## src/rtl/vdot_pkg.sv

```systemverilog
package vdot_pkg;

    // Output variant of the dot product unit
    typedef enum logic [0:0] {
        OUT_COMB = 1'b0,
        OUT_REG  = 1'b1
    } vdot_out_mode_e;

    localparam int VDOT_ELEM_W = 8;
    localparam int VDOT_LANES  = 8;
    localparam int VDOT_ACC_W  = 32;

endpackage

```

## src/rtl/vdot_mul_lane.sv

```systemverilog
module vdot_mul_lane #(
    parameter int ELEM_W = 8,
    parameter int ACC_W  = 32
) (
    input  logic [ELEM_W-1:0] elem_a,
    input  logic [ELEM_W-1:0] elem_b,
    output logic [ACC_W-1:0]  prod
);
    localparam int PROD_W = 2 * ELEM_W;
    localparam int EXT_W  = ACC_W - PROD_W;

    logic signed [PROD_W-1:0] raw_prod;

    always_comb begin
        raw_prod = $signed(elem_a) * $signed(elem_b);
    end

    assign prod = {{EXT_W{raw_prod[PROD_W-1]}}, raw_prod};

    // Sign of a nonzero product follows the operand signs
    always_comb begin
        if (elem_a != '0 && elem_b != '0) begin
            AST_PROD_SIGN: assert (prod[ACC_W-1] == (elem_a[ELEM_W-1] ^ elem_b[ELEM_W-1]));
        end
    end

endmodule

```

## src/rtl/vdot_prefix_chain.sv

```systemverilog
module vdot_prefix_chain #(
    parameter int LANES  = 8,
    parameter int ELEM_W = 8,
    parameter int ACC_W  = 32
) (
    input  logic [LANES*ACC_W-1:0] prod_flat,
    output logic [LANES*ACC_W-1:0] prefix_flat
);
    localparam longint MAX_POS = longint'(LANES) * (longint'(1) << (2*ELEM_W - 2));
    localparam longint MIN_NEG = -longint'(LANES) * ((longint'(1) << (2*ELEM_W - 2)) - (longint'(1) << (ELEM_W - 1)));

    assign prefix_flat[ACC_W-1:0] = prod_flat[ACC_W-1:0];

    for (genvar k = 1; k < LANES; k++) begin : g_step
        assign prefix_flat[k*ACC_W +: ACC_W] =
            prefix_flat[(k-1)*ACC_W +: ACC_W] + prod_flat[k*ACC_W +: ACC_W];
    end

    // Full sum stays inside the range reachable by eight products
    always_comb begin
        AST_NO_OVERFLOW: assert (
            longint'($signed(prefix_flat[(LANES-1)*ACC_W +: ACC_W])) <= MAX_POS &&
            longint'($signed(prefix_flat[(LANES-1)*ACC_W +: ACC_W])) >= MIN_NEG);
    end

endmodule

```

## src/rtl/vdot_len_sel.sv

```systemverilog
module vdot_len_sel #(
    parameter int LANES = 8,
    parameter int ACC_W = 32
) (
    input  logic [LANES*ACC_W-1:0]     prefix_flat,
    input  logic [$clog2(LANES)-1:0]   len_code,
    output logic [ACC_W-1:0]           sel_sum
);
    localparam int LEN_W = $clog2(LANES);

    logic [LEN_W-1:0] tap_idx;

    always_comb begin
        if (len_code == '0) begin
            tap_idx = LEN_W'(LANES - 1);
        end else begin
            tap_idx = len_code - LEN_W'(1);
        end
        sel_sum = prefix_flat[tap_idx*ACC_W +: ACC_W];
    end

endmodule

```

## src/rtl/vdot_unit.sv

```systemverilog
module vdot_unit
    import vdot_pkg::*;
#(
    parameter int             ELEM_W   = VDOT_ELEM_W,
    parameter int             LANES    = VDOT_LANES,
    parameter int             ACC_W    = VDOT_ACC_W,
    parameter vdot_out_mode_e OUT_MODE = OUT_REG
) (
    input  logic                      clk,
    input  logic                      rst,
    input  logic [LANES*ELEM_W-1:0]   vec_a,
    input  logic [LANES*ELEM_W-1:0]   vec_b,
    input  logic [$clog2(LANES)-1:0]  len_code,
    output logic [ACC_W-1:0]          dot_out
);
    localparam int LEN_W = $clog2(LANES);

    logic [LANES*ACC_W-1:0] prod_flat;
    logic [LANES*ACC_W-1:0] prefix_flat;
    logic [ACC_W-1:0]       sel_sum;

    for (genvar k = 0; k < LANES; k++) begin : g_lane
        vdot_mul_lane #(
            .ELEM_W (ELEM_W),
            .ACC_W  (ACC_W)
        ) u_lane (
            .elem_a (vec_a[k*ELEM_W +: ELEM_W]),
            .elem_b (vec_b[k*ELEM_W +: ELEM_W]),
            .prod   (prod_flat[k*ACC_W +: ACC_W])
        );
    end

    vdot_prefix_chain #(
        .LANES  (LANES),
        .ELEM_W (ELEM_W),
        .ACC_W  (ACC_W)
    ) u_chain (
        .prod_flat   (prod_flat),
        .prefix_flat (prefix_flat)
    );

    vdot_len_sel #(
        .LANES (LANES),
        .ACC_W (ACC_W)
    ) u_sel (
        .prefix_flat (prefix_flat),
        .len_code    (len_code),
        .sel_sum     (sel_sum)
    );

    if (OUT_MODE == OUT_REG) begin : g_reg_out
        logic [ACC_W-1:0] dot_q;
        always_ff @(posedge clk) begin
            if (rst) begin
                dot_q <= '0;
            end else begin
                dot_q <= sel_sum;
            end
        end
        assign dot_out = dot_q;
    end else begin : g_comb_out
        assign dot_out = sel_sum;
    end

    // A single-term length reduces to the product of the first lane
    AST_LEN1_FIRST_TERM: assert property (@(posedge clk) disable iff (rst)
        (len_code == LEN_W'(1)) |-> (sel_sum == prod_flat[ACC_W-1:0]));

    // Changing only the tail beyond length one leaves the selected sum unchanged
    AST_TAIL_IGNORED: assert property (@(posedge clk) disable iff (rst)
        ((len_code == LEN_W'(1)) && $stable(len_code) &&
         $stable(vec_a[ELEM_W-1:0]) && $stable(vec_b[ELEM_W-1:0])) |-> $stable(sel_sum));

endmodule

```

## config.mk

```make
export PLATFORM = sky130hd
export DESIGN_NAME = vdot_unit
export DESIGN_NICKNAME = d
export VERILOG_FILES = /design/src/rtl/vdot_pkg.sv /design/src/rtl/vdot_mul_lane.sv /design/src/rtl/vdot_prefix_chain.sv /design/src/rtl/vdot_len_sel.sv /design/src/rtl/vdot_unit.sv
export SDC_FILE = /design/constraint.sdc
export NUM_CORES = 2
export LEC_CHECK = 0
export ABC_AREA = 1
export BUFFER_PORTS_ARGS = -buffer_cell sky130_fd_sc_hd__buf_2
export CAP_MARGIN = 40
export CELL_PAD_IN_SITES_DETAIL_PLACEMENT = 1
export CELL_PAD_IN_SITES_GLOBAL_PLACEMENT = 1
export CORE_MARGIN = 8
export CORE_UTILIZATION = 46
export DETAILED_ROUTE_END_ITERATION = 12
export GPL_TIMING_DRIVEN = 1
export PLACE_DENSITY_LB_ADDON = 0.1
export SLEW_MARGIN = 15
export SYNTH_ARGS = -nofsm -noshare
export SYNTH_HDL_FRONTEND = slang
export SYNTH_SLANG_ARGS = --single-unit
```

## constraint.sdc

```tcl
create_clock -name clk -period 28.9 [get_ports clk]
set_clock_uncertainty 0.15 [all_clocks]
set_input_delay 4.335 -clock clk [delete_from_list [all_inputs] [get_ports clk]]
set_output_delay 4.335 -clock clk [all_outputs]
set_load 0.02 [all_outputs]
```

==> flow_summary.ini <==
[synth]
syn_area_per_cell_um2 = 6.885
synth_ff_type = dfxtp_1
ys_top_cells_by_area = fa_1 (28%), ha_1 (16%), inv_1 (14%), nand2_1 (12%), a21oi_1 (4.3%)
synth_edf_count = 0
yosysSeqAreaShare = 0.01920
synth.most_common_cell = inv_1
synth.ff_latch_count = 32
yosys.cell_types.count = 62
synthCells = 4847
synth_top_area_share = 0.2802
synthArstFlopShare = 0
synth_top_area_cell = fa_1
yosysWarningCount = 0
synth_common_cells = inv_1 (1225), nand2_1 (1054), fa_1 (467)
synth_nets = 5863
netlist_area_um2 = 33370

[placement]
place_area_um2 = 34850
port_buffers = 164
dp_hpwl_um = 94670
place_ws_ns = 7.693
gp_congestion = 0.9676

[worst_hold_path]
min_path_type = in2reg

[finish]
areaGrowthSynthToFinish_pct = 4.908
fin_nets = 5883
drive_above_1_share = 0.07087
largest_reg_flops = 32
num-fill-cells = 9566
design_area_um2 = 35010
multiInputGateArea_um2 = 27460
n_antenna_cell = 0
ff_latch_area_um2 = 640.6

[critical_path]
crit_top_cell = nand2_1
arrival_ns = 21.20
path_max_fanout = 12
startpoint_type = input port
cp_slowest_cell = fa_1
worst_setup_path_end_kind = register
slowest_delay_ns = 0.57
critPathRequiredTime_ns = 28.99
path_class = in2reg

[cts]
hold_buffers = 0
clk_path_buf_depth = 2
clk_root_buffer_cell = clkbuf_16
numCtsBuffers = 5
path_clk_slew_ns = 0.06
ctsResizeCount = 0
post_cts_buffers = 0
cts_tree = done
h-tree-depth = 2
clock_sinks = 32

[timing]
period_needed_ns = 21.11
maxSlewHeadroom = 0.3849
finalWorstSetupSlack_ns = 7.787
fin_tns_setup_ns = 0
fin_crit_sh = 0.7306
rsz0062_at_grt = no
finalSetupViolCount = 0
fmax_mhz = 47.36
maxSlewViolCount = 0
hold_viol = 0
tightest_slew_ns = 0.9195

[routing]
detail-route-antenna-nets = 0
wl_per_cell_um = 18.11
routed_via_density = 5.169
wl_um = 105400
drtIter0Drc = 1214
route.detailed.drc = 0
drt_pre_antenna_iters = 5
via_count = 30080

[floorplanning]
initial_core_util = 0.4660
dieHeight_um = 285.3
dieArea_um2 = 81420
coreArea_um2 = 71610
io_pins = 165
fp.dieW_um = 285.3
placementRows = 98

[grt]
grt_max_degree = 68
grtUsageTotal = 0.2574
overflow = 0
grt_pass1_vias = 32190
grt_pass1_wl_um = 171000
antenna_found_initial = 6

[status]
status = finished clean

[flow_run]
maxCapViolCount = 0
==> path summary, 6_finish.rpt <==
check,start,endpoint,slack (ns),cells after the start
max,vec_b[7],dot_out[31],7.79,85
min,rst,dot_out[8],4.14,2
==> cell type report <==
| class | count | area share |
|---|---|---|
| inverters | 1242 | 0.1332 |
| clock inverters | 3 | 0.0005361 |
| repair buffers | 175 | 0.02609 |
| clock buffers | 5 | 0.003574 |
| well taps | 950 | 0.03395 |
| flip-flops and latches | 32 | 0.01830 |
| multi-input cells | 3411 | 0.7843 |
==> per-stage QoR <==
step / cells / hold slack, ns / utilization
2_1_floorplan: 4847 / 4.263 / -
3_3_place_gp: 5807 / 4.441 / 0.4864
3_5_place_dp: 5808 / 4.441 / 0.4867
4_1_cts: 5816 / 4.134 / 0.4887
5_1_grt: 5818 / 4.156 / 0.4889
6_report: 5818 / 4.141 / 0.4889
==> cells by family after synthesis <==
family                     after synthesis  share of synthesized area
adders and majority gates              883                     0.4361
DFF                                     32                    0.01920
and+or+nand+nor                       1596                     0.2003
xor gates and xnor gates               251                    0.06610
AOI/OAI and AO/OA                      681                     0.1198
buffers and inverters                 1404                     0.1585
==> worst max-delay path, delay by kind of cell <==
| kind | cells | cell delay [ns] |
|---|---|---|
| AND/OR/NAND/NOR | 34 | 4.48 |
| buffers and inverters | 17 | 1.37 |
| XOR/XNOR | 3 | 0.91 |
| AO/OA/AOI/OAI | 14 | 2.79 |
| adder cells (fa/ha/maj) | 17 | 7.27 |
==> placed cells by master, fill, tap and decap left out, drive strengths merged <==
cell type | netlist | layout
o221a | 2 | 2
xor2 | 152 | 152
nand3 | 141 | 141
and3 | 2 | 2
o21bai | 36 | 36
a21boi | 10 | 10
o21ai | 198 | 198
o31ai | 4 | 4
nor4 | 9 | 9
a211o | 1 | 1
clkinv | 3 | 7
xnor2 | 99 | 99
a2111oi | 2 | 2
o211a | 1 | 1
a31o | 2 | 2
ha | 416 | 416
o221ai | 3 | 3
a21o | 30 | 30
nor2 | 234 | 234
nor3 | 38 | 38
buf | 14 | 174
nand3b | 1 | 1
a311oi | 3 | 3
nand2 | 1081 | 1081
or2 | 66 | 66
fa | 467 | 467
dfxtp | 32 | 32
o2111ai | 4 | 4
o21a | 5 | 5
clkbuf | 148 | 6
a21oi | 307 | 307
o22ai | 8 | 8
a221oi | 8 | 8
nand4 | 19 | 19
o211ai | 23 | 23
a211oi | 4 | 4
a31oi | 30 | 30
inv | 1239 | 1238
and2 | 5 | 5
==> per-layer routing <==
layer  track usage  vias to the layer above  part of all wire
met4       0.07129                        6             0.030
met2        0.4302                      511              0.46
met5             0                        -           0.00032
met1        0.3499                    14720              0.46
li1              -                    14710                 -
met3       0.03022                      126             0.045
Power is left out: the tool's default activity adds up to more than one toggle a clock period on the data nets, which glitch-free logic cannot reach.
